$ cat src/rtl/irq_sampler.sv
module irq_sampler #(
  parameter int VEC_W = 8,
  parameter logic [VEC_W-1:0] NMI_TYPE = VEC_W'(2)
) (
  input  logic             clk,
  input  logic             rst,
  input  logic             int_req,
  input  logic             nmi_in,
  input  logic             ien,
  input  logic             instr_end,
  input  logic [VEC_W-1:0] type_in,
  output logic             inta,
  output logic             svc_nmi,
  output logic             svc_int,
  output logic             clr_if,
  output logic [VEC_W-1:0] vec
);

  logic nmi_last, nmi_pend;

  wire nmi_edge = nmi_in & ~nmi_last;
  wire boundary = instr_end & ~inta;
  wire take_nmi = boundary & nmi_pend;
  wire take_int = boundary & ~nmi_pend & int_req & ien;

  always_ff @(posedge clk) begin
    nmi_last <= nmi_in;
    if (rst) begin
      nmi_pend <= 1'b0;
      inta     <= 1'b0;
      svc_nmi  <= 1'b0;
      svc_int  <= 1'b0;
      clr_if   <= 1'b0;
      vec      <= '0;
    end else begin
      nmi_pend <= (nmi_pend & ~take_nmi) | nmi_edge;
      inta     <= take_int;
      svc_nmi  <= take_nmi;
      svc_int  <= inta;
      clr_if   <= take_nmi | take_int;
      if (take_nmi)  vec <= NMI_TYPE;
      else if (inta) vec <= type_in;
    end
  end

  AST_EDGE_PENDS: assert property (@(posedge clk) disable iff (rst)
    $rose(nmi_in) |=> nmi_pend);
  AST_ACK_GATED: assert property (@(posedge clk) disable iff (rst)
    inta |-> $past(instr_end && int_req && ien));
  AST_NMI_FIRST: assert property (@(posedge clk) disable iff (rst)
    !(svc_nmi && inta));
  AST_NMI_TYPE: assert property (@(posedge clk) disable iff (rst)
    svc_nmi |-> vec == NMI_TYPE);
  AST_TYPE_DELIVER: assert property (@(posedge clk) disable iff (rst)
    inta |=> (svc_int && vec == $past(type_in)));
  AST_CLEAR_FLAG: assert property (@(posedge clk) disable iff (rst)
    (svc_nmi || inta) |-> clr_if);
  AST_SINGLE_ACK: assert property (@(posedge clk) disable iff (rst)
    inta |=> !inta);

endmodule

$ cat config.mk
export PLATFORM = sky130hd
export DESIGN_NAME = irq_sampler
export DESIGN_NICKNAME = d
export VERILOG_FILES = /design/src/rtl/irq_sampler.sv
export SDC_FILE = /design/constraint.sdc
export NUM_CORES = 1
export LEC_CHECK = 0
export BUFFER_PORTS_ARGS = -buffer_cell sky130_fd_sc_hd__buf_2
export CAP_MARGIN = 20
export CORE_AREA = 8 8 45 47
export DETAILED_ROUTE_END_ITERATION = 12
export DIE_AREA = 0 0 53 55
export GPL_TIMING_DRIVEN = 0
export PLACE_DENSITY = 0.78
export SLEW_MARGIN = 20
export SYNTH_ARGS = -nofsm -noshare
export SYNTH_HDL_FRONTEND = slang
export SYNTH_SLANG_ARGS = --single-unit
$ cat constraint.sdc
create_clock -name clk -period 1.31 [get_ports clk]
set_input_delay 0.131 -clock clk [delete_from_list [all_inputs] [get_ports clk]]
set_output_delay 0.131 -clock clk [all_outputs]
set_load 0.05 [all_outputs]
==> results by group, run 1 <==
Run status
  • Status: finished clean

Power and ir drop
  • NetSw: 192 µW
  • Combinational share of power: 0.124
  • Sw Share: 0.249
  • Pwr/cell area: 1160 nW/µm²
  • Total power: 770 µW
  • Max rail drop VDD: 613 µV
  • Sequential share of power: 0.577
  • Pleak: 0.306 nW
  • Internal power: 579 µW
  • Clock network fraction of total power: 0.299

CTS
  • CTS Sinks: 14
  • Clk_lat worst skew: 0.27 ns
  • CTS tree: yes
  • CTS buffer count: 3
  • Maximum buffer depth of the clock tree: 2
  • Clk root buf: clkbuf_4
  • Clk pin slew, worst setup/hold paths: approximately 0.080 ns
  • H-tree levels: 1
  • Cts repair resizes: 0

Placement
  • Dpl hpwl: 892 µm
  • Buffers on Ports: 25
  • Gpl congestion: roughly 0.71

STA
  • Max Slew Vio Count: 0
  • Period minus WS final: 1.20 ns
  • RSZ-0062 raised after global routing: false
  • Worst slew pin tran: ~0.42 ns
  • Final setup TNS: 0 ns
  • Rel. slew slack: 0.717
  • Setup violators final: 0
  • Clk_skew: 0.00381 ns
  • Hold Vio Cnt, Final: 0
  • Achievable clock frequency: 834 MHz
  • Post-route clock period utilization: 0.915

Cells and area
  • Number of diodes: 0
  • Layout area overhead: 36.5%
  • Post-layout nets: 97
  • Filler cell count: 135
  • Layout cells sized above 1: 0.383

Floorplanning
  • Die W: around 53 µm
  • Row Count: 14
  • Core box area: 1380 µm²
  • Die area: 2920 µm²
  • Initial core utilization: 0.352
  • I/O pins: 26
  • Die height: ~55 µm

Synthesis
  • Synth Area per Inst: 9.36 µm²
  • Post-Syn Instances: between 50 and 60
  • Ys Warns: 0
  • Seq/Total Area, Yosys: 0.576
  • Mapped Area: 487 µm²
  • Post-Syn Nets: 66
  • Synth cell types: 14
  • Yosys reg bits: 14

Worst setup path
  • Crit path kind: flop to output port
  • CP required: around 1.2 ns
  • CP Max Fanout: 11
  • Worst reg-to-reg setup slack: 0.28 ns
  • Worst path cell trace: buf_2
  • CP Capture Type: output port
  • Worst path buffer plus inverter count: 1
  • CP Launch Type: flop
  • Crit path max-delay family: flip-flops
  • Slowest-stage cell, CP: dfxtp_1
  • Max stage delay on crit path: 0.47 ns
  • Crit path DAT: between 1 and 1.5 ns

Route
  • Via count: 441
  • Post-DRT Antenna Nets: 0
  • Drt total wl: 1170 µm
  • DRT Pass-1 Iters: 4
  • 1st-iter DRT viols: 4
  • Via density: roughly 4.5
  • WL per Instance: 12.0 µm
  • DRC violations left: 0

Flow run
  • Max Cap Viol: 0

Global route
  • Total GRT Usage: 0.0897
  • Global-route wire length before repair: 1900 µm
  • Grt ovf: 0
  • Vias in the first global route: 460
  • Pin count of the biggest net entering global routing: 12
  • Initial antenna violation count: 0

Hold path
  • Hold Path Class: input pin to flop
-- tightest hold or removal path, stage by stage --
cell and delay (ns):
buf_2 0.09, nand2_1 0.05, a21oi_1 0.05
-- cells by family after synthesis --
kind of cell,count (synthesis),synth area share
compound gates,11,0.121
buf+inv,5,0.0411
flops,14,0.576
simple gates,22,0.262
-- per-stage QoR --
| step | worst slack, ns | instances | util | area, µm² | hold WS (ns) |
|---|---|---|---|---|---|
| after detailed placement | 0.267 | 93 | 0.457 | 632 | 0.253 |
| after floorplan | 0.0566 | 52 | - | 487 | 0.159 |
| final | 0.111 | 97 | 0.480 | 664 | 0.105 |
| after global routing | 0.0188 | 97 | 0.480 | 664 | 0.0934 |
| after global placement | 0.262 | 93 | 0.457 | 632 | 0.250 |
| after CTS | 0.0830 | 97 | 0.480 | 664 | 0.100 |
-- cell usage in the layout, fill, tap and decap left out --
master         Yosys  routed
buf_2              1      26
dfxtp_1           14      14
nand2_1            9       9
a21oi_1            9       9
nand3b_1           7       7
inv_1              3       3
clkbuf_4           0       3
nor2_1             2       2
clkbuf_1           1       1
or3_4              1       1
nor3_2             1       1
nor2b_1            1       1
a221oi_1           1       1
o21ai_0            1       1
nand2b_1           1       1
dlygate4sd3_1      0       1
-- cell usage after synthesis --
cell type,count,area [µm²]
nand2b_1,1,6.26
dfxtp_1,14,280
buf_2,1,5.00
nor2b_1,1,6.26
or3_4,1,11.3
nand3b_1,7,52.6
nor2_1,2,7.51
clkbuf_1,1,3.75
nor3_2,1,10.0
a221oi_1,1,8.76
o21ai_0,1,5.00
a21oi_1,9,45.0
inv_1,3,11.3
nand2_1,9,33.8
-- what timing repair did --
action,in CTS,in global routing
hold buffers,1,0
hold endpoints to repair,1,0
setup buffers,0,0
-- sequential cells by signal (all words and copies together), names as in the netlist --
name      count
svc_nmi       1
inta          1
vec           8
clr_if        1
nmi_pend      1
svc_int       1
nmi_last      1
-- final cells by class --
cell class,instances,area (µm²),share of cell area
sequential,14,280,0.422
multi-input combinational,33,186,0.281
timing repair buffer,26,135,0.203
clock buffer,3,22.5,0.0339
tap,16,20.0,0.0301
inverter,3,11.3,0.0169
buffer,2,8.76,0.0132
-- worst paths after layout --
check | cells after the start | end | from
max | 1 | inta | inta$_SDFF_PP0_
min reg2reg | 1 | inta$_SDFF_PP0_ | nmi_pend$_SDFF_PP0_
min | 3 | vec[4]$_SDFFE_PP0P_ | type_in[4]
max reg2reg | 3 | vec[2]$_SDFFE_PP0P_ | inta$_SDFF_PP0_
-- layer usage --
metal	routed length [µm]	part of all wire	track usage
met1	484	0.41	0.0899
met2	556	0.48	0.145
met4	7	0.0060	0.0259
met5	0	0	0
met3	119	0.10	0.0668
-- power groups by stage --
stage	clock network [mW]	registers [mW]	logic, mW
floorplan	0	0.486	0.0268
global placement	0	0.455	0.0924
detailed placement	0	0.455	0.0938
CTS	0.240	0.445	0.0962
global route	0.275	0.447	0.105
finish	0.231	0.445	0.0952
Power figures use the tool's default switching activity.
==> run 2: changes to the inputs <==
--- a/config.mk
+++ b/config.mk
@@ -10,7 +10,6 @@
 export CORE_AREA = 8 8 45 47
 export DETAILED_ROUTE_END_ITERATION = 12
 export DIE_AREA = 0 0 53 55
-export GPL_TIMING_DRIVEN = 0
 export PLACE_DENSITY = 0.78
 export SLEW_MARGIN = 20
 export SYNTH_ARGS = -nofsm -noshare
==> run 2 against run 1 <==
Cell count did not move. Wire length rose by 3.9%. Fmax rose by 5.4%. Critical endpoint unchanged.
==> results by group, run 2 (synthesized netlist as in run 1, its figures left out) <==
Route
  • DRC violations left: 0 (unchanged)
  • DRT Pass-1 Iters: 3 (was 4)
  • Via density: 4.55 (unchanged)
  • Post-DRT Antenna Nets: 0 (unchanged)
  • Drt total wl: 1210 µm (was 1170 µm)
  • WL per Instance: 12.5 µm (was 12.0 µm)
  • 1st-iter DRT viols: 5 (was 4)
  • Via count: 441 (unchanged)

Global route
  • Global-route wire length before repair: 1920 µm (was 1900 µm)
  • Pin count of the biggest net entering global routing: 13 (was 12)
  • Grt ovf: 0 (unchanged)
  • Vias in the first global route: 437 (was 460)
  • Total GRT Usage: 0.0919 (was 0.0897)
  • Initial antenna violation count: 0 (unchanged)

Cells and area
  • Largest Register: vec (unchanged)
  • Layout cells sized above 1: 0.407 (was 0.383)
  • Highest-count cells in the layout ignoring fill and taps: buf_2, dfxtp_1, nand2_1, a21oi_1, nand3b_1 (unchanged)
  • Number of diodes: 0 (unchanged)
  • Post-layout nets: 96 (was 97)
  • Most common cell after layout, fill and taps aside: buf_2 (unchanged)
  • Largest register FFs: 8 (unchanged)
  • Layout area overhead: 39.3% (was 36.5%)

Floorplanning
  • Die area: 2920 µm² (unchanged)
  • Row Count: 14 (unchanged)
  • Core box area: 1380 µm² (unchanged)
  • Die W: 53 µm (unchanged)
  • I/O pins: 26 (unchanged)
  • Initial core utilization: 0.352 (unchanged)
  • Die height: 55 µm (unchanged)

STA
  • Setup violators final: 0 (unchanged)
  • Post-route clock period utilization: 0.868 (was 0.915)
  • Rel. slew slack: 0.817 (was 0.717)
  • Final setup margin: 0.172 ns (was 0.111 ns)
  • RSZ-0062 raised after global routing: false (unchanged)
  • Clk_skew: 0.00778 ns (was 0.00381 ns)
  • Period minus WS final: 1.14 ns (was 1.20 ns)
  • Achievable clock frequency: 879 MHz (was 834 MHz)
  • Final setup TNS: 0 ns (unchanged)
  • Worst slew pin tran: 0.274 ns (was 0.425 ns)
  • Max Slew Vio Count: 0 (unchanged)
  • Hold Vio Cnt, Final: 0 (unchanged)

Flow run
  • Max Cap Viol: 0 (unchanged)

Worst setup path
  • CP Capture Type: output port (unchanged)
  • Crit path max-delay family: flip-flops (unchanged)
  • Max stage delay on crit path: 0.42 ns (was 0.47 ns)
  • CP required: 1.18 ns (about the same)
  • Slowest-stage cell, CP: dfxtp_2 (was dfxtp_1)
  • Worst path buffer plus inverter count: 1 (unchanged)
  • Crit path DAT: 1.01 ns (was 1.07 ns)
  • Worst path cell trace: buf_2 (unchanged)
  • Crit path kind: flop to output port (unchanged)
  • CP Max Fanout: 12 (was 11)
  • CP Launch Type: flop (unchanged)

CTS
  • Clk root buf: clkbuf_4 (unchanged)
  • CTS tree: yes (unchanged)
  • Setup Fix Bufs, Post-CTS: 0 (unchanged)
  • Maximum buffer depth of the clock tree: 2 (unchanged)
  • Clk pin slew, worst setup/hold paths: 0.09 ns (was 0.08 ns)
  • CTS buffer count: 3 (unchanged)
  • Clk_lat worst skew: 0.28 ns (was 0.27 ns)
  • CTS Sinks: 14 (unchanged)
  • H-tree levels: 1 (unchanged)

Power and ir drop
  • Max rail drop VDD: 783 µV (was 613 µV)
  • Pleak: 0.313 nW (was 0.306 nW)
  • Pwr/cell area: 1250 nW/µm² (was 1160 nW/µm²)

Placement
  • Buffers on Ports: 25 (unchanged)
  • DP Worst Slack: 0.279 ns (was 0.267 ns)
  • Gpl congestion: 0.704 (was 0.706)
  • Dpl hpwl: 956 µm (was 892 µm)

Run status
  • Status: finished clean (unchanged)

Hold path
  • Hold Path Class: input pin to flop (unchanged)
[run 2: final timing paths]
path / startpoint / endpoint / slack, ns / cells after the start
hold / removal: type_in[7] / vec[7]$_SDFFE_PP0P_ / 0.09 / 3
setup / recovery: inta$_SDFF_PP0_ / inta / 0.17 / 1
hold reg to reg: nmi_pend$_SDFF_PP0_ / inta$_SDFF_PP0_ / 0.47 / 1
setup reg to reg: inta$_SDFF_PP0_ / inta$_SDFF_PP0_ / 0.30 / 2
[run 2: cell type report]
cell class,instances,area (µm²)
clock buffers,4,36.3
fillers,137,706
inverters,3,11.3
multi-input cells,33,186
flip-flops and latches,14,282
well taps,16,20.0
repair buffers,27,143
[run 2: layer usage]
layer	global-route usage	part of all wire	vias to the layer above
li1	-	-	231
met1	0.0977	0.38	195
met2	0.143	0.50	15
met3	0.0749	0.12	0
met4	0.0129	0	0
met5	0	0	-
[run 2: repair_timing]
action,in CTS,in global routing
setup endpoints to repair,0,1
hold buffers,1,0
endpoints found under the hold margin,1,0
gates resized for setup,0,1
[run 2: metrics by stage]
| stage | std cells | hold WS, ns | total power [mW] | util | area, µm² |
|---|---|---|---|---|---|
| 2_1_floorplan | 52 | 0.159 | 0.513 | - | 487 |
| 3_3_place_gp | 92 | 0.250 | 0.547 | 0.456 | 631 |
| 3_5_place_dp | 92 | 0.253 | 0.549 | 0.456 | 631 |
| 4_1_cts | 97 | 0.0871 | 0.859 | 0.489 | 677 |
| 5_1_grt | 97 | 0.105 | 0.886 | 0.490 | 678 |
| 6_report | 97 | 0.0901 | 0.849 | 0.490 | 678 |
[run 2: power breakdown]
part           leakage [nW]  internal (mW)  switching (mW)  total [mW]
combinational         0.177         0.0345          0.0602      0.0947
sequential            0.114          0.438         0.00747       0.445
clock                0.0210          0.169           0.140       0.309
total                 0.313          0.642           0.207       0.849
==> run 3: changes to the inputs <==
--- a/config.mk
+++ b/config.mk
@@ -11,6 +11,7 @@
 export DETAILED_ROUTE_END_ITERATION = 12
 export DIE_AREA = 0 0 53 55
 export PLACE_DENSITY = 0.78
+export REMOVE_ABC_BUFFERS = 1
 export SLEW_MARGIN = 20
 export SYNTH_ARGS = -nofsm -noshare
 export SYNTH_HDL_FRONTEND = slang
==> run 3 against run 2 <==
Sequential power is essentially flat. First-iteration DRC count fell by 20%. Wire length fell by 7.2%. Critical path type unchanged. Sequential share of layout area increased by 0.86 points. Setup slack worse by 0.0014 ns. Non-clock buffer count unchanged. Cell count fell by 1.0%. Clock skew decreased by 0.0022 ns. Register-to-register slack about the same. Utilization fell by 0.99 points. Clock power fell by 26%.
==> results by group, run 3 (synthesized netlist as in run 1, its figures left out) <==
Worst setup path
  • CP Capture Type: output port (unchanged)
  • Crit path DAT: 1.01 ns (about the same)
  • CP Max Fanout: 14 (was 12)
  • Worst path cell trace: buf_2 (unchanged)
  • CP required: 1.18 ns (about the same)
  • CP Launch Type: flop (unchanged)
  • Max stage delay on crit path: 0.44 ns (was 0.42 ns)
  • Crit path kind: flop to output port (unchanged)
  • Crit path max-delay family: flip-flops (unchanged)
  • Worst path buffer plus inverter count: 1 (unchanged)
  • Slowest-stage cell, CP: dfxtp_2 (unchanged)

Route
  • Post-DRT Antenna Nets: 0 (unchanged)
  • Drt total wl: 1130 µm (was 1210 µm)
  • Via density: 4.69 (was 4.55)
  • Via count: 450 (was 441)
  • WL per Instance: 11.7 µm (was 12.5 µm)
  • DRC violations left: 0 (unchanged)
  • 1st-iter DRT viols: 4 (was 5)
  • DRT Pass-1 Iters: 4 (was 3)

STA
  • Final setup TNS: 0 ns (unchanged)
  • Max Slew Vio Count: 0 (unchanged)
  • Worst slew pin tran: 0.261 ns (was 0.274 ns)
  • Rel. slew slack: 0.825 (was 0.817)
  • Final setup margin: 0.171 ns (was 0.172 ns)
  • Achievable clock frequency: 878 MHz (was 879 MHz)
  • Clk_skew: 0.00558 ns (was 0.00778 ns)
  • Fin Hold WS: 0.103 ns (was 0.0901 ns)
  • Setup violators final: 0 (unchanged)
  • RSZ-0062 raised after global routing: false (unchanged)
  • Hold Vio Cnt, Final: 0 (unchanged)
  • Post-route clock period utilization: 0.870 (was 0.868)
  • Period minus WS final: 1.14 ns (about the same)

Cells and area
  • Highest-count cells in the layout ignoring fill and taps: buf_2, dfxtp_1, nand2_1, a21oi_1, nand3b_1 (unchanged)
  • Layout area overhead: 36.5% (was 39.3%)
  • Layout cells sized above 1: 0.400 (was 0.407)
  • Number of diodes: 0 (unchanged)
  • Largest Register: vec (unchanged)
  • Post-route insts no fill: 96 (was 97)
  • Finished Cell Area: 664 µm² (was 678 µm²)
  • Largest register FFs: 8 (unchanged)
  • Post-layout nets: 96 (unchanged)
  • Final core occ: 0.480 (was 0.490)
  • Most common cell after layout, fill and taps aside: buf_2 (unchanged)

Floorplanning
  • Die W: 53 µm (unchanged)
  • Row Count: 14 (unchanged)
  • Die height: 55 µm (unchanged)
  • Initial core utilization: 0.352 (unchanged)
  • I/O pins: 26 (unchanged)
  • Die area: 2920 µm² (unchanged)
  • Core box area: 1380 µm² (unchanged)

CTS
  • H-tree levels: 1 (unchanged)
  • Clk root buf: clkbuf_4 (unchanged)
  • CTS Sinks: 14 (unchanged)
  • Maximum buffer depth of the clock tree: 2 (unchanged)
  • Clk_lat worst skew: 0.27 ns (was 0.28 ns)
  • CTS buffer count: 3 (unchanged)
  • Setup Fix Bufs, Post-CTS: 0 (unchanged)
  • Clk pin slew, worst setup/hold paths: 0.07 ns (was 0.09 ns)
  • CTS tree: yes (unchanged)

Power and ir drop
  • Total power: 769 µW (was 849 µW)
  • Pleak: 0.305 nW (was 0.313 nW)
  • Pwr/cell area: 1160 nW/µm² (was 1250 nW/µm²)
  • Max rail drop VDD: 416 µV (was 783 µV)

Placement
  • Gpl congestion: 0.734 (was 0.704)
  • Placed insts: 92 (unchanged)
  • Dpl hpwl: 887 µm (was 956 µm)
  • Buffers on Ports: 25 (unchanged)
  • Post-DP Area: 631 µm² (unchanged)
  • DP Worst Slack: 0.263 ns (was 0.279 ns)

Global route
  • Grt ovf: 0 (unchanged)
  • Initial antenna violation count: 0 (unchanged)
  • Global-route wire length before repair: 1730 µm (was 1920 µm)
  • Pin count of the biggest net entering global routing: 15 (was 13)
  • Total GRT Usage: 0.0796 (was 0.0919)
  • Vias in the first global route: 424 (was 437)

Hold path
  • Hold Path Class: input pin to flop (unchanged)

Run status
  • Status: finished clean (unchanged)

Flow run
  • Max Cap Viol: 0 (unchanged)
## run 3: cell count changes in the layout (fill, tap and decap cells not counted), sizes merged
| cell | change |
|---|---|
| clkbuf | -1 |
## run 3: layer usage
metal | routed length [µm] | track usage | up-vias
li1 | - | - | 232
met3 | 188 | 0.0455 | 2
met2 | 474 | 0.111 | 20
met1 | 453 | 0.0863 | 196
met5 | 0 | 0 | -
met4 | 10 | 0.0647 | 0
## run 3: layout make-up
cell class / instances / area (µm²)
Fill cell: 133 / 719
Sequential cell: 14 / 282
Timing Repair Buffer: 27 / 143
Inverter: 3 / 11.3
Clock buffer: 3 / 22.5
Multi-Input combinational cell: 33 / 186
Tap cell: 16 / 20.0
## run 3: final timing paths
| check | from | endpoint | slack (ns) | cells past startpoint |
|---|---|---|---|---|
| max | inta$_SDFF_PP0_ | inta | 0.17 | 1 |
| min | type_in[2] | vec[2]$_SDFFE_PP0P_ | 0.10 | 3 |
| max reg2reg | inta$_SDFF_PP0_ | inta$_SDFF_PP0_ | 0.30 | 2 |
| min reg2reg | nmi_pend$_SDFF_PP0_ | inta$_SDFF_PP0_ | 0.48 | 1 |
## run 3: report_power, final
part | internal, mW | total (mW) | leakage (nW) | switching, mW
logic | 0.0345 | 0.0938 | 0.177 | 0.0594
registers | 0.438 | 0.446 | 0.114 | 0.00764
clock network | 0.106 | 0.230 | 0.0138 | 0.124
## run 3: what timing repair did
action / in CTS / in global routing
setup endpoints to repair: 0 / 1
hold buffers: 1 / 0
endpoints found under the hold margin: 1 / 0
resized for setup: 0 / 1
